File: config.mk
export PLATFORM = sky130hd
export DESIGN_NAME = pel_write_unit
export DESIGN_NICKNAME = d
export VERILOG_FILES = /design/src/rtl/pel_pkg.sv /design/src/rtl/pel_addr_map.sv /design/src/rtl/pel_merge.sv /design/src/rtl/pel_seq.sv /design/src/rtl/pel_write_unit.sv
export SDC_FILE = /design/constraint.sdc
export NUM_CORES = 1
export LEC_CHECK = 0
export BUFFER_PORTS_ARGS = -buffer_cell sky130_fd_sc_hd__buf_2
export CAP_MARGIN = 10
export CORE_ASPECT_RATIO = 0.75
export CORE_UTILIZATION = 46
export CTS_BUF_LIST = sky130_fd_sc_hd__clkbuf_4 sky130_fd_sc_hd__clkbuf_8 sky130_fd_sc_hd__clkbuf_16
export CTS_CLUSTER_DIAMETER = 60
export DETAILED_ROUTE_END_ITERATION = 10
export PLACE_DENSITY = 0.73
export REMOVE_ABC_BUFFERS = 1
export SYNTH_ARGS = -nofsm -noshare
export SYNTH_HDL_FRONTEND = slang
export SYNTH_HIERARCHICAL = 1
export SYNTH_SLANG_ARGS = --single-unit
File: constraint.sdc
create_clock -name clk -period 2.45 [get_ports clk]
set_input_delay 0.245 -clock clk [delete_from_list [all_inputs] [get_ports clk]]
set_output_delay 0.245 -clock clk [all_outputs]
set_load 0.02 [all_outputs]
File: src/rtl/pel_pkg.sv
// Package: shared encodings for the pel write unit.
// Assumes four banks of four planes; format bit 1 selects long pels,
// format bit 0 selects a masked pel.
package pel_pkg;
    typedef enum logic [1:0] {
        FMT_SHORT   = 2'd0,
        FMT_SHORT_M = 2'd1,
        FMT_LONG    = 2'd2,
        FMT_LONG_M  = 2'd3
    } pel_fmt_e;

    typedef enum logic [2:0] {
        ST_IDLE = 3'd0,
        ST_MASK = 3'd1,
        ST_COL0 = 3'd2,
        ST_COL1 = 3'd3,
        ST_DONE = 3'd4
    } seq_st_e;

    localparam logic [1:0] MASK_BANK = 2'd3;
    localparam logic [1:0] LONG_LO_BANK = 2'd0;
    localparam logic [1:0] LONG_HI_BANK = 2'd1;
endpackage

File: src/rtl/pel_addr_map.sv
// Module: wraps raw coordinates into the cyclic drawing space, flags pels
// outside the memory space and splits X into word part and bit index.
// Assumes COORD_W > DRAW_W > SPACE_W > BSEL_W.
module pel_addr_map #(
    parameter int COORD_W = 16,
    parameter int DRAW_W  = 13,
    parameter int SPACE_W = 11,
    parameter int BSEL_W  = 3,
    parameter int ADDR_W  = 2*SPACE_W - BSEL_W
) (
    input  logic [COORD_W-1:0] x_in,
    input  logic [COORD_W-1:0] y_in,
    output logic               clip,
    output logic [ADDR_W-1:0]  word_addr,
    output logic [BSEL_W-1:0]  bit_sel
);
    logic [DRAW_W-1:0] xw;
    logic [DRAW_W-1:0] yw;
    logic              unused_hi;

    // Modulo wrap: keep the low drawing bits only.
    assign xw = x_in[DRAW_W-1:0];
    assign yw = y_in[DRAW_W-1:0];
    assign unused_hi = ^{x_in[COORD_W-1:DRAW_W], y_in[COORD_W-1:DRAW_W]};

    // Outside the memory space when any bit above the space width is set.
    assign clip = (|xw[DRAW_W-1:SPACE_W]) || (|yw[DRAW_W-1:SPACE_W]);

    // Word address: Y above the byte part of X.
    assign word_addr = {yw[SPACE_W-1:0], xw[SPACE_W-1:BSEL_W]};
    assign bit_sel   = xw[BSEL_W-1:0];
endmodule

File: src/rtl/pel_merge.sv
// Module: replaces one bit in every plane byte of a memory word.
// Assumes plane p occupies bits p*BYTE_W and up.
module pel_merge #(
    parameter int NPLANE = 4,
    parameter int BYTE_W = 8,
    parameter int BSEL_W = 3
) (
    input  logic [NPLANE*BYTE_W-1:0] old_word,
    input  logic [NPLANE-1:0]        pel_bits,
    input  logic [BSEL_W-1:0]        bit_sel,
    output logic [NPLANE*BYTE_W-1:0] new_word
);
    for (genvar p = 0; p < NPLANE; p++) begin : g_plane
        logic [BYTE_W-1:0] merged;
        // Overwrite the selected bit of this plane byte.
        always_comb begin
            merged = old_word[p*BYTE_W +: BYTE_W];
            merged[bit_sel] = pel_bits[p];
        end
        assign new_word[p*BYTE_W +: BYTE_W] = merged;
    end
endmodule

File: src/rtl/pel_seq.sv
// Module: request sequencer. Steps through mask, low and high colour
// memory cycles of CYC_LEN clocks each, or straight to done on a clip.
// Assumes the decision inputs are stable during the last phase of a cycle.
module pel_seq
    import pel_pkg::*;
#(
    parameter int CYC_LEN = 8,
    parameter int PH_W    = $clog2(CYC_LEN)
) (
    input  logic            clk,
    input  logic            rst_n,
    input  logic            accept,
    input  logic            clip,
    input  logic            start_mask,
    input  logic            is_long,
    input  logic            mask_ok,
    input  logic            done_ready,
    output seq_st_e         state,
    output logic [PH_W-1:0] phase
);
    localparam logic [PH_W-1:0] PH_LAST = PH_W'(CYC_LEN - 1);

    // State and phase register with the cycle-end transitions.
    always_ff @(posedge clk) begin
        if (!rst_n) begin
            state <= ST_IDLE;
            phase <= '0;
        end else begin
            case (state)
                ST_IDLE: begin
                    phase <= '0;
                    if (accept) begin
                        if (clip)            state <= ST_DONE;
                        else if (start_mask) state <= ST_MASK;
                        else                 state <= ST_COL0;
                    end
                end
                ST_MASK, ST_COL0, ST_COL1: begin
                    if (phase == PH_LAST) begin
                        phase <= '0;
                        if (state == ST_MASK)      state <= mask_ok ? ST_COL0 : ST_DONE;
                        else if (state == ST_COL0) state <= is_long ? ST_COL1 : ST_DONE;
                        else                       state <= ST_DONE;
                    end else begin
                        phase <= phase + 1'b1;
                    end
                end
                ST_DONE: if (done_ready) state <= ST_IDLE;
                default: state <= ST_IDLE;
            endcase
        end
    end
endmodule

File: src/rtl/pel_write_unit.sv
// Module: top of the pel write unit. Takes one request, registers its
// address fields, and drives read-modify-write cycles on the memory port.
// Assumes memory read data arrives the clock after a read request and
// holds until the next read.
module pel_write_unit
    import pel_pkg::*;
#(
    parameter int COORD_W = 16,
    parameter int DRAW_W  = 13,
    parameter int SPACE_W = 11,
    parameter int NPLANE  = 4,
    parameter int BYTE_W  = 8,
    parameter int CYC_LEN = 8,
    localparam int BSEL_W = $clog2(BYTE_W),
    localparam int ADDR_W = 2*SPACE_W - BSEL_W,
    localparam int WORD_W = NPLANE*BYTE_W,
    localparam int PLN_W  = $clog2(NPLANE)
) (
    input  logic               clk,
    input  logic               rst_n,
    input  logic               req_valid,
    output logic               req_ready,
    input  logic [COORD_W-1:0] req_x,
    input  logic [COORD_W-1:0] req_y,
    input  logic [1:0]         req_fmt,
    input  logic [2*NPLANE-1:0] req_color,
    input  logic [1:0]         req_bank,
    input  logic [PLN_W-1:0]   req_mask_plane,
    input  logic               req_mask_en,
    output logic               done_valid,
    input  logic               done_ready,
    output logic               mem_req,
    output logic               mem_we,
    output logic [1:0]         mem_bank,
    output logic [ADDR_W-1:0]  mem_addr,
    output logic [WORD_W-1:0]  mem_wdata,
    input  logic [WORD_W-1:0]  mem_rdata
);
    localparam int PH_W = $clog2(CYC_LEN);
    localparam logic [PH_W-1:0] PH_RD = PH_W'(1);
    localparam logic [PH_W-1:0] PH_WR = PH_W'(CYC_LEN / 2);

    seq_st_e             state;
    logic [PH_W-1:0]     phase;
    logic                accept, in_clip, busy, mask_ok;
    logic [ADDR_W-1:0]   in_addr, r_addr;
    logic [BSEL_W-1:0]   in_bsel, r_bsel;
    logic                r_long;
    logic [2*NPLANE-1:0] r_color;
    logic [1:0]          r_bank;
    logic [PLN_W-1:0]    r_mp;
    logic [WORD_W-1:0]   rd_q;
    logic [NPLANE-1:0]   nibble;

    assign accept     = req_valid && req_ready;
    assign req_ready  = (state == ST_IDLE);
    assign done_valid = (state == ST_DONE);
    assign busy       = (state == ST_MASK) || (state == ST_COL0) || (state == ST_COL1);

    pel_addr_map #(
        .COORD_W(COORD_W), .DRAW_W(DRAW_W), .SPACE_W(SPACE_W),
        .BSEL_W(BSEL_W), .ADDR_W(ADDR_W)
    ) u_map (
        .x_in(req_x), .y_in(req_y), .clip(in_clip),
        .word_addr(in_addr), .bit_sel(in_bsel)
    );

    // Capture the request fields on acceptance.
    always_ff @(posedge clk) begin
        if (!rst_n) begin
            r_addr  <= '0;
            r_bsel  <= '0;
            r_long  <= 1'b0;
            r_color <= '0;
            r_bank  <= '0;
            r_mp    <= '0;
        end else if (accept) begin
            r_addr  <= in_addr;
            r_bsel  <= in_bsel;
            r_long  <= req_fmt[1];
            r_color <= req_color;
            r_bank  <= req_bank;
            r_mp    <= req_mask_plane;
        end
    end

    // Hold the word returned by the read of the current memory cycle.
    always_ff @(posedge clk) begin
        if (!rst_n)                      rd_q <= '0;
        else if (busy && phase == PH_RD) rd_q <= mem_rdata;
    end

    assign mask_ok = rd_q[int'(r_mp)*BYTE_W + int'(r_bsel)];

    pel_seq #(.CYC_LEN(CYC_LEN), .PH_W(PH_W)) u_seq (
        .clk(clk), .rst_n(rst_n), .accept(accept), .clip(in_clip),
        .start_mask(req_fmt[0] && req_mask_en), .is_long(r_long),
        .mask_ok(mask_ok), .done_ready(done_ready),
        .state(state), .phase(phase)
    );

    // Memory port: read in phase 0, write-back in the middle phase.
    always_comb begin
        mem_req = busy && ((phase == '0) || (phase == PH_WR && state != ST_MASK));
        mem_we  = busy && (phase == PH_WR) && (state != ST_MASK);
        if (state == ST_MASK)      mem_bank = MASK_BANK;
        else if (state == ST_COL1) mem_bank = LONG_HI_BANK;
        else if (r_long)           mem_bank = LONG_LO_BANK;
        else                       mem_bank = r_bank;
        nibble = (state == ST_COL1) ? r_color[2*NPLANE-1:NPLANE] : r_color[NPLANE-1:0];
    end
    assign mem_addr = r_addr;

    pel_merge #(.NPLANE(NPLANE), .BYTE_W(BYTE_W), .BSEL_W(BSEL_W)) u_merge (
        .old_word(rd_q), .pel_bits(nibble), .bit_sel(r_bsel), .new_word(mem_wdata)
    );
endmodule

==> flow_summary.json <==
{
  "synth_warnings": 6,
  "worst-endpoint-required_ps": 2200,
  "mostFrequentLayoutCells": "140 x nand2_1, 133 x buf_2, 73 x dfxtp_1",
  "dieHeight_um": 81.9,
  "grt_pass1_wl_um": 15400,
  "tns_ps": 0,
  "antenna_cells": 0,
  "worstPathArrival_ps": 2010,
  "start_util_pct": 48.6,
  "finalHoldViolCount": 0,
  "htreeDepth": 3,
  "r2r_slack_ps": 400,
  "ctsResizeCount": 0,
  "pin_count": 140,
  "route.detailed.drc": 0,
  "avgSynthCellArea_um2": 8.62,
  "rsz0062_at_grt": "false",
  "drtPass1Iterations": 6,
  "synth_cell_types": 46,
  "root_buffer": "clkbuf_16",
  "wirelength_um": 9800,
  "core_mm2": 0.00806,
  "numCtsBuffers": 9,
  "die_w_um": 109,
  "drtIter0Drc": 167,
  "overflow": 0,
  "cap_violations": 0,
  "p_sw_mw": 0.736,
  "crit_end": "mem_wdata[4]",
  "critPathMaxStageDelay_ps": 550,
  "leakage_nw": 2.13,
  "drive_above_1_share_pct": 36.1,
  "wl_per_cell_um": 14.6,
  "grt_pass1_vias": 3189,
  "gp_congestion": 0.817,
  "start_kind": "register",
  "avgViaCountPerCell": 5.19,
  "layout.nets": 649,
  "setup_viol": 0,
  "skew_ps": 5.52,
  "port_buffers": 133,
  "power_mw": 2.99,
  "cts-hold-fix-buffers": 0,
  "yosys_register_bits": 73,
  "timing.fmax_mhz": 443,
  "power.internal_mw": 2.26,
  "vias": 3490,
  "nFillCells": 733,
  "hpwlAfterDp_um": 7180,
  "die_area_mm2": 0.00888,
  "synth_edf_count": 0,
  "relSlewSlack_pct": 55.7,
  "ant_nets": 0,
  "grt_max_degree": 46,
  "ir_worst_vdd_v": 0.000321,
  "fin_crit_sh_pct": 92.1,
  "crit_start": "u_seq/state[2]",
  "cts_tree": "yes",
  "outcome": "finished, final reports clean",
  "clk_pin_slew_worst_paths_ps": 60,
  "synth_area_mm2": 0.00391,
  "reg2reg_from": "r_bsel[1]",
  "synthArstFlopShare_pct": 0,
  "p_per_area_mw_per_mm2": 624,
  "tightest_slew_ps": 664,
  "combPwrFrac_pct": 13.9,
  "p_seq_share_pct": 42.1,
  "clockBufferDepth": 2,
  "clkPwrFrac_pct": 43.9,
  "crit_path_cell_trace": "nand3b_1 -> mux2_1 -> mux2_2 -> buf_2",
  "r2r-end": "u_seq/state[1]",
  "insertion_delay_ps": 330,
  "cts_setup_buffers": 0,
  "yosysSeqAreaShare_pct": 37.3,
  "cts.sinks": 73,
  "reg2reg_depth": 9,
  "mostFrequentLayoutCell": "nand2_1",
  "ys.flop_type": "dfxtp_1",
  "drv_slew": 0,
  "syn_to_final_growth_pct": 22.7,
  "min-delay-start": "req_x[4]",
  "crit_type": "register to output port",
  "worst_setup_path_end_kind": "output port",
  "grt_usage_pct": 22.8,
  "synthCells": 454,
  "slowest_stage": "mux2_1",
  "antenna_found_initial": 0,
  "crit_fanout": 8,
  "rows": 28,
  "hold_path_class": "primary input to register",
  "sw_frac_of_total_pct": 24.6,
  "fin_crit_ps": 2260
}
kinds of logic (layout without fill, tap and decap cells):
group | count (synthesis) | in the layout | share of synthesized area [%]
compound gates | 93 | 93 | 17.2
flops | 73 | 73 | 37.3
buf+inv | 49 | 163 | 8.28
fa+ha+maj | 2 | 2 | 0.639
mux | 54 | 54 | 15.1
simple gates | 183 | 183 | 21.4
power by group through the flow:
| stage | clock network, mW | logic, mW | registers [mW] |
|---|---|---|---|
| 2_1_floorplan | 0 | 0.196 | 1.33 |
| 3_3_place_gp | 0 | 0.409 | 1.28 |
| 3_5_place_dp | 0 | 0.417 | 1.29 |
| 4_1_cts | 1.34 | 0.418 | 1.26 |
| 5_1_grt | 1.39 | 0.456 | 1.27 |
| 6_report | 1.32 | 0.417 | 1.26 |
critical path, delay by kind of cell (launching register included):
family | cells | cell delay [ps]
muxes | 2 | 900
and+or+nand+nor | 1 | 300
buffers and inverters | 1 | 170
DFF | 1 | 310
worst min-delay path by stage:
stage / end / cells past startpoint
2_1_floorplan: u_seq/phase[0] / 1
3_3_place_gp: mem_addr[16] / 2
3_5_place_dp: r_color[4] / 2
4_1_cts: mem_addr[1] / 3
5_1_grt: mem_addr[1] / 3
6_report: mem_addr[1] / 3
routing by layer:
layer / vias to the layer above / part of all wire [%] / GRT usage, %
li1: 1754 / - / -
met1: 1623 / 48 / 30.1
met2: 104 / 46 / 37.2
met3: 9 / 4.9 / 4.52
met4: 0 / 1.1 / 8.11
met5: - / 0 / 0
Yosys cell counts (2+ instances only):
| library cell | n | area (µm²) |
|---|---|---|
| nand2_1 | 140 | 526 |
| dfxtp_1 | 73 | 1460 |
| a21boi_1 | 67 | 503 |
| mux2_2 | 32 | 360 |
| buf_4 | 22 | 165 |
| mux2i_1 | 17 | 170 |
| buf_2 | 9 | 45.0 |
| clkbuf_1 | 9 | 33.8 |
| a21oi_1 | 8 | 40.0 |
| nand3b_1 | 5 | 37.5 |
| nor2_1 | 5 | 18.8 |
| nor2b_1 | 5 | 31.3 |
| a22oi_1 | 4 | 30.0 |
| buf_6 | 4 | 45.0 |
| mux2_1 | 4 | 45.0 |
| o21ai_0 | 4 | 20.0 |
| inv_1 | 3 | 11.3 |
| nor3_1 | 3 | 15.0 |
| nor3b_1 | 3 | 22.5 |
| nor3b_2 | 3 | 37.5 |
| nor4_1 | 3 | 18.8 |
| a31oi_1 | 2 | 12.5 |
| ha_1 | 2 | 25.0 |
| nand2b_1 | 2 | 12.5 |
| nand3_1 | 2 | 10.0 |
| nand4b_1 | 2 | 17.5 |
| o21ai_1 | 2 | 10.0 |
cell type report:
type | instances | area, µm² | area share, %
multi-input cells | 332 | 2130 | 44.4
flip-flops and latches | 73 | 1460 | 30.4
repair buffers | 144 | 761 | 15.8
clock buffers | 12 | 260 | 5.42
well taps | 105 | 131 | 2.74
clock inverters | 3 | 40.0 | 0.834
inverters | 4 | 15.0 | 0.313
flip-flops by register name (all words and copies together) (netlist names):
name,cells
mem_addr,19
r_bank,2
r_bsel,3
r_color,8
r_long,1
r_mp,2
rd_q,32
u_seq/phase,3
u_seq/state,3
through the flow:
| step | setup slack (ps) | hold WS [ps] | instance area, µm² | util, % | std cells |
|---|---|---|---|---|---|
| 2_1_floorplan | 185 | 373 | 3600 | - | 409 |
| 3_3_place_gp | 482 | 438 | 4500 | 55.9 | 658 |
| 3_5_place_dp | 414 | 442 | 4500 | 55.9 | 658 |
| 4_1_cts | 204 | 142 | 4800 | 59.6 | 673 |
| 5_1_grt | 140 | 150 | 4800 | 59.6 | 673 |
| 6_report | 194 | 145 | 4800 | 59.6 | 673 |
No activity file was read; power rests on OpenSTA's default activity.
